File: config.mk
export PLATFORM = sky130hd
export DESIGN_NAME = serirq_agent
export DESIGN_NICKNAME = d
export VERILOG_FILES = /design/src/rtl/serirq_pkg.sv /design/src/rtl/serirq_frame_tracker.sv /design/src/rtl/serirq_slot_driver.sv /design/src/rtl/serirq_agent.sv
export SDC_FILE = /design/constraint.sdc
export NUM_CORES = 1
export LEC_CHECK = 0
export BUFFER_PORTS_ARGS = -buffer_cell sky130_fd_sc_hd__buf_2
export CAP_MARGIN = 10
export CORE_ASPECT_RATIO = 1.25
export CORE_MARGIN = 2
export CORE_UTILIZATION = 50
export DETAILED_ROUTE_END_ITERATION = 6
export GPL_TIMING_DRIVEN = 0
export PLACE_DENSITY = 0.92
export SETUP_SLACK_MARGIN = 0.1
export SYNTH_ARGS = -nofsm -noshare
export SYNTH_HDL_FRONTEND = slang
export SYNTH_SLANG_ARGS = --single-unit
File: constraint.sdc
create_clock -name clk -period 3.2 [get_ports clk]
set_clock_uncertainty 0.05 [all_clocks]
set_input_delay 0.32 -clock clk [delete_from_list [all_inputs] [get_ports clk]]
set_output_delay 0.32 -clock clk [all_outputs]
set_load 0.01 [all_outputs]
File: src/rtl/serirq_pkg.sv
// Package: shared state encoding and slot support table for the serialized
// interrupt agent. Assumes slots are numbered from 0 in cycle order.
package serirq_pkg;

    typedef enum logic [1:0] {
        ST_IDLE   = 2'd0,
        ST_KICK   = 2'd1,
        ST_START  = 2'd2,
        ST_ACTIVE = 2'd3
    } frame_st_e;

    // Slots this agent is permitted to drive.
    function automatic logic slot_supported(input int k);
        return (k == 3) || (k == 4) || (k == 5) || (k == 7) ||
               (k == 9) || (k == 10) || (k == 11);
    endfunction

endpackage

File: src/rtl/serirq_frame_tracker.sv
// Frame tracker: follows the shared line through idle, self-start, start
// frame and active cycle. Counts clocks from the first high sample after the
// start low. Measures the stop-pulse width to pick quiet or continuous mode.
// Assumes sirq_in is already synchronous to clk.
module serirq_frame_tracker
    import serirq_pkg::*;
#(
    parameter int CNT_W = 6
) (
    input  logic             clk,
    input  logic             rst_n,
    input  logic             line_in,
    input  logic             kick_req,
    output frame_st_e        st,
    output logic [CNT_W-1:0] pcnt,
    output logic             quiet
);

    localparam logic [CNT_W-1:0] PCNT_MAX = '1;

    logic [1:0] lowrun;

    // Purpose: advance the frame state, phase count, low-run length and mode.
    always_ff @(posedge clk) begin
        if (!rst_n) begin
            st     <= ST_IDLE;
            pcnt   <= '0;
            lowrun <= '0;
            quiet  <= 1'b0;
        end else begin
            unique case (st)
                ST_IDLE: begin
                    if (!line_in)
                        st <= ST_START;
                    else if (quiet && kick_req)
                        st <= ST_KICK;
                end
                ST_KICK: st <= ST_START;
                ST_START: begin
                    if (line_in) begin
                        st     <= ST_ACTIVE;
                        pcnt   <= CNT_W'(1);
                        lowrun <= '0;
                    end
                end
                ST_ACTIVE: begin
                    if (pcnt != PCNT_MAX)
                        pcnt <= pcnt + 1'b1;
                    if (!line_in) begin
                        if (lowrun != 2'd3)
                            lowrun <= lowrun + 1'b1;
                    end else begin
                        if (lowrun >= 2'd2) begin
                            st    <= ST_IDLE;
                            quiet <= (lowrun == 2'd2);
                        end
                        lowrun <= '0;
                    end
                end
                default: st <= ST_IDLE;
            endcase
        end
    end

endmodule

File: src/rtl/serirq_slot_driver.sv
// Slot driver: decides per clock whether the agent drives low (sample phase
// of an eligible slot) or high (recovery after its own low). Also flags
// any eligible request for self-start. Assumes pcnt counts from 1 on the
// first high sample after the start frame.
module serirq_slot_driver
    import serirq_pkg::*;
#(
    parameter int NUM_SLOTS = 16,
    parameter int CNT_W     = 6
) (
    input  logic                 clk,
    input  logic                 rst_n,
    input  frame_st_e            st,
    input  logic [CNT_W-1:0]     pcnt,
    input  logic [NUM_SLOTS-1:0] irq_req,
    input  logic [NUM_SLOTS-1:0] slot_own,
    output logic                 drv_low,
    output logic                 drv_high,
    output logic                 pending
);

    logic [NUM_SLOTS-1:0] eligible;
    logic [NUM_SLOTS-1:0] hit;
    logic                 drove_q;

    // Per-slot eligibility and sample-point match.
    for (genvar k = 0; k < NUM_SLOTS; k++) begin : g_slot
        localparam logic             SUP_BIT   = slot_supported(k);
        localparam logic [CNT_W-1:0] SAMPLE_AT = CNT_W'(3 * k + 2);
        assign eligible[k] = irq_req[k] & slot_own[k] & SUP_BIT;
        assign hit[k]      = (pcnt == SAMPLE_AT);
    end

    // Purpose: combine slot matches into the low drive and pending flag.
    always_comb begin
        drv_low  = (st == ST_ACTIVE) && |(eligible & hit);
        drv_high = drove_q && (st == ST_ACTIVE);
        pending  = |eligible;
    end

    // Purpose: remember a low drive so the next period becomes recovery.
    always_ff @(posedge clk) begin
        if (!rst_n)
            drove_q <= 1'b0;
        else
            drove_q <= drv_low;
    end

endmodule

File: src/rtl/serirq_agent.sv
// Top: serialized interrupt slot agent. Joins the frame tracker and the slot
// driver and resolves them into one enable/value pair for the shared line.
// Assumes an external pull-up and an open line model.
module serirq_agent
    import serirq_pkg::*;
#(
    parameter int NUM_SLOTS = 16
) (
    input  logic                 clk,
    input  logic                 rst_n,
    input  logic [NUM_SLOTS-1:0] irq_req,
    input  logic [NUM_SLOTS-1:0] slot_own,
    input  logic                 sirq_in,
    output logic                 sirq_out,
    output logic                 sirq_oe
);

    localparam int CNT_W = $clog2(3 * NUM_SLOTS + 4);

    frame_st_e        st;
    logic [CNT_W-1:0] pcnt;
    logic             quiet;
    logic             drv_low;
    logic             drv_high;
    logic             pending;

    serirq_frame_tracker #(.CNT_W(CNT_W)) u_track (
        .clk      (clk),
        .rst_n    (rst_n),
        .line_in  (sirq_in),
        .kick_req (pending),
        .st       (st),
        .pcnt     (pcnt),
        .quiet    (quiet)
    );

    serirq_slot_driver #(.NUM_SLOTS(NUM_SLOTS), .CNT_W(CNT_W)) u_slots (
        .clk      (clk),
        .rst_n    (rst_n),
        .st       (st),
        .pcnt     (pcnt),
        .irq_req  (irq_req),
        .slot_own (slot_own),
        .drv_low  (drv_low),
        .drv_high (drv_high),
        .pending  (pending)
    );

    // Purpose: merge self-start, sample and recovery drives onto the line.
    always_comb begin
        sirq_oe  = (st == ST_KICK) | drv_low | drv_high;
        sirq_out = drv_high;
    end

endmodule

==> impl_table.tex <==
\begin{tabular}{lr}
\hline
Metric & Value \\
\hline
\multicolumn{2}{l}{\textbf{Status}} \\
Status & complete, no violations \\
\multicolumn{2}{l}{\textbf{Drt}} \\
Final wirelength & $\sim$1900 um \\
Residual DRC count & 0 \\
Total vias in the final route & 834 \\
Mean number of vias per cell & 5.64 \\
Antenna viol nets, final & 0 \\
Wire length per cell & 12.9 um \\
First-pass iteration count of the detailed router & 4 \\
Initial drt markers & 14 \\
\multicolumn{2}{l}{\textbf{Critical path}} \\
R2r endpoint & u\_slots.drove\_q \\
Kind of end point of the critical path & output pin \\
Startpoint type of the worst setup path & register \\
Reg-to-reg slack, setup & about 1.3 ns \\
R2r worst-path depth & 6 \\
Critical path destination & sirq\_oe \\
CP Cell Sequence & ha\_1, nand2\_2, o41ai\_2, a31oi\_1, a2111oi\_1, or3\_1, buf\_2 \\
Library cell contributing the largest single delay on the critical path & sky130\_fd\_sc\_hd\_\_dfxtp\_1 \\
Crit Path Max Fanout & 6 \\
Reg2reg start & u\_track.pcnt[0] \\
Signal arrival time at the worst endpoint & $\sim$2.2 ns \\
Start point of the critical path & u\_track.pcnt[0] \\
Biggest cell delay along the critical path & about 0.43 ns \\
Required time of the critical path & roughly 2.8 ns \\
Class of the most critical setup path & register to output pin \\
\multicolumn{2}{l}{\textbf{Placement}} \\
Setup WS pre-CTS & $\sim$1 ns \\
Gpl congestion & between 0.8 and 0.9 \\
DP Cell Count & $\sim$140 \\
Count of buffers inserted at the top-level ports & 18 \\
Cell area after placement & about 1000 sq um \\
Post-DP HPWL & approximately 1500 um \\
\multicolumn{2}{l}{\textbf{Synthesis}} \\
Part of the Yosys area used for sequential elements & 0.269 \\
Post-synthesis sequential element count & 12 \\
Fraction of synthesis flops using an asynchronous set or reset pin & 0 \\
Average instance area after synthesis & between 8 and 9 sq um \\
Top-area cell type share of the netlist area & 0.269 \\
Most used DFF post-synth & sky130\_fd\_sc\_hd\_\_dfxtp\_1 \\
Nets in the synthesized netlist & roughly 150 \\
Ranking of synthesized cells by area & sky130\_fd\_sc\_hd\_\_dfxtp\_1 (27\%), sky130\_fd\_sc\_hd\_\_ha\_1 (15\%), sky130\_fd\_sc\_hd\_\_nand2\_1 (4.6\%) \\
Synthesis warning total & 0 \\
Synthesized instance count & $\sim$110 \\
Most frequently used cell type in the post-synthesis netlist & sky130\_fd\_sc\_hd\_\_dfxtp\_1 \\
List of most frequent post-synthesis cells & sky130\_fd\_sc\_hd\_\_dfxtp\_1 (12), sky130\_fd\_sc\_hd\_\_ha\_1 (11), sky130\_fd\_sc\_hd\_\_nand2\_1 (11) \\
Number of distinct standard cells referenced by the synthesized netlist & 36 \\
Cell type contributing the most total cell area after synthesis & sky130\_fd\_sc\_hd\_\_dfxtp\_1 \\
Post-synth EDFFs & 0 \\
Synthesized area & approximately 900 sq um \\
\multicolumn{2}{l}{\textbf{Timing}} \\
Worst slack on hold paths & between 0.2 and 0.3 ns \\
Worst slew pin tran & 0.374 ns \\
Finish-stage setup viols & 0 \\
Worst Slack Setup Final & 0.666 ns \\
Sum of negative setup slack & 0 ns \\
Number of max-slew violations in the final report & 0 \\
Slew HR & 0.750 \\
Unrepaired setup endpoints after global routing & false \\
Crit path time final & 2.53 ns \\
Final count of hold timing violations & 0 \\
Share of the cycle needed by the critical path after routing & 0.792 \\
Maximum clock rate & between 300 and 400 MHz \\
\multicolumn{2}{l}{\textbf{Clock network}} \\
Worst skew pair latency & roughly 0.29 ns \\
TritonCTS Buffers & 3 \\
CTS clock-pin slew for the worst setup and hold paths & roughly 0.080 ns \\
Clock tree from TritonCTS & yes \\
Maximum buffer depth of the clock tree & 2 \\
CTS H-tree lvls & 1 \\
Number of gates resized after cts & 0 \\
Cell at the root of the clock tree & sky130\_fd\_sc\_hd\_\_clkbuf\_4 \\
Number of clock sinks & 12 \\
Post-CTS Setup Repair Bufs & 0 \\
Number of hold-repair buffers added at the cts stage & 0 \\
\multicolumn{2}{l}{\textbf{GRT}} \\
Number of global-route vias before repair & between 700 and 800 \\
GRT Overall Usage & 0.194 \\
Routing usage on met3 & 0.0283 \\
Most used routing layer & met2 \\
Total congestion overflow after global routing & 0 \\
Number of antenna violations at the first check in global routing & 0 \\
Met1 GRT Util & 0.233 \\
Global-route wire length before repair & between 3000 and 4000 um \\
Met2 usage in global routing & 0.341 \\
Largest net degree at the start of global routing & 11 \\
\multicolumn{2}{l}{\textbf{Final layout}} \\
Fraction of final layout cells with drive strength greater than 1 & 0.248 \\
Final core utilization & 0.606 \\
Net total in the final layout & between 150 and 200 \\
Final non-filler cell total & about 150 \\
Area growth syn-to-layout & 16.8\% \\
Number of diodes & 0 \\
Final design area excluding fillers & 1040 sq um \\
\multicolumn{2}{l}{\textbf{Power}} \\
Total leakage power & 0.473 nW \\
Maximum vdd ir drop & 0.337 mV \\
Total power & 0.533 mW \\
P per Cell Area & around 510 nW/um\^{}2 \\
\multicolumn{2}{l}{\textbf{Flow run}} \\
Max-capacitance violation count & 0 \\
\multicolumn{2}{l}{\textbf{Floorplan}} \\
Die Span Y & 51.3 um \\
Core footprint & approximately 1700 sq um \\
Site Rows & 17 \\
Num ports & 37 \\
Width of the die & between 40 and 50 um \\
Initial core utilization & 0.519 \\
Die outline area & roughly 2100 sq um \\
\multicolumn{2}{l}{\textbf{Min path}} \\
Type of the tightest min-delay check & primary input to register \\
\hline
\end{tabular}
-- logic make-up after synthesis --
group           share of synthesized area
mux                                0.0252
buf+inv                            0.0657
fa+ha+maj                           0.154
simple gates                        0.250
compound gates                      0.197
flops                               0.269
xor+xnor                           0.0392
-- metal layers --
layer | share of wire | vias to the layer above
met1 | 0.43 | 370
li1 | - | 425
met5 | 0 | -
met4 | 0.014 | 0
met3 | 0.079 | 5
met2 | 0.48 | 34
-- placed cells by master, fill, tap and decap left out, types with 3 or more instances in the layout --
| master | n |
|---|---|
| sky130_fd_sc_hd__buf_2 | 20 |
| sky130_fd_sc_hd__dfxtp_1 | 12 |
| sky130_fd_sc_hd__nand2_1 | 11 |
| sky130_fd_sc_hd__ha_1 | 11 |
| sky130_fd_sc_hd__nor2_1 | 9 |
| sky130_fd_sc_hd__inv_1 | 7 |
| sky130_fd_sc_hd__nand3_1 | 7 |
| sky130_fd_sc_hd__and2_1 | 5 |
| sky130_fd_sc_hd__nand4_1 | 5 |
| sky130_fd_sc_hd__o21ai_0 | 4 |
| sky130_fd_sc_hd__xor2_1 | 3 |
| sky130_fd_sc_hd__clkbuf_4 | 3 |
-- critical path: cells and delay by family, from the launching register on --
kind | cells | cell delay (ns)
AND/OR/NAND/NOR | 2 | 0.27
AO/OA/AOI/OAI | 3 | 0.76
adder cells (fa/ha/maj) | 1 | 0.31
flip-flops | 1 | 0.43
buffers and inverters | 1 | 0.12
-- cell type report --
| type | instances | area (sq um) |
|---|---|---|
| inverter | 7 | 26.3 |
| clock buffer | 4 | 36.3 |
| tap | 19 | 23.8 |
| sequential | 12 | 240 |
| buffer | 4 | 32.5 |
| fill | 147 | 678 |
| multi-input combinational | 84 | 596 |
| timing repair buffer | 18 | 90.1 |
-- state kept, by name, summed over array words and instances (netlist names) --
name and cells:
u_track.quiet 1, u_track.lowrun 2, u_slots.drove_q 1, u_track.pcnt 6
u_track.st 2
-- worst min path at each step --
stage | from | endpoint | slack (ns) | depth (start not counted)
floorplan | rst_n | u_slots.drove_q | 0.39 | 1
global placement | u_track.quiet | u_track.quiet | 0.44 | 2
detailed placement | u_track.quiet | u_track.quiet | 0.45 | 2
CTS | rst_n | u_track.pcnt[0] | 0.30 | 2
global route | rst_n | u_track.st[0] | 0.32 | 2
finish | rst_n | u_track.st[0] | 0.30 | 2
-- power by group --
| part | total (mW) | internal (mW) | switching (mW) |
|---|---|---|---|
| Sequential | 0.186 | 0.167 | 0.0188 |
| Combinational | 0.221 | 0.0997 | 0.121 |
| Clock | 0.126 | 0.0693 | 0.0568 |
| Total | 0.533 | 0.336 | 0.197 |
(Power assumes the default switching activity.)
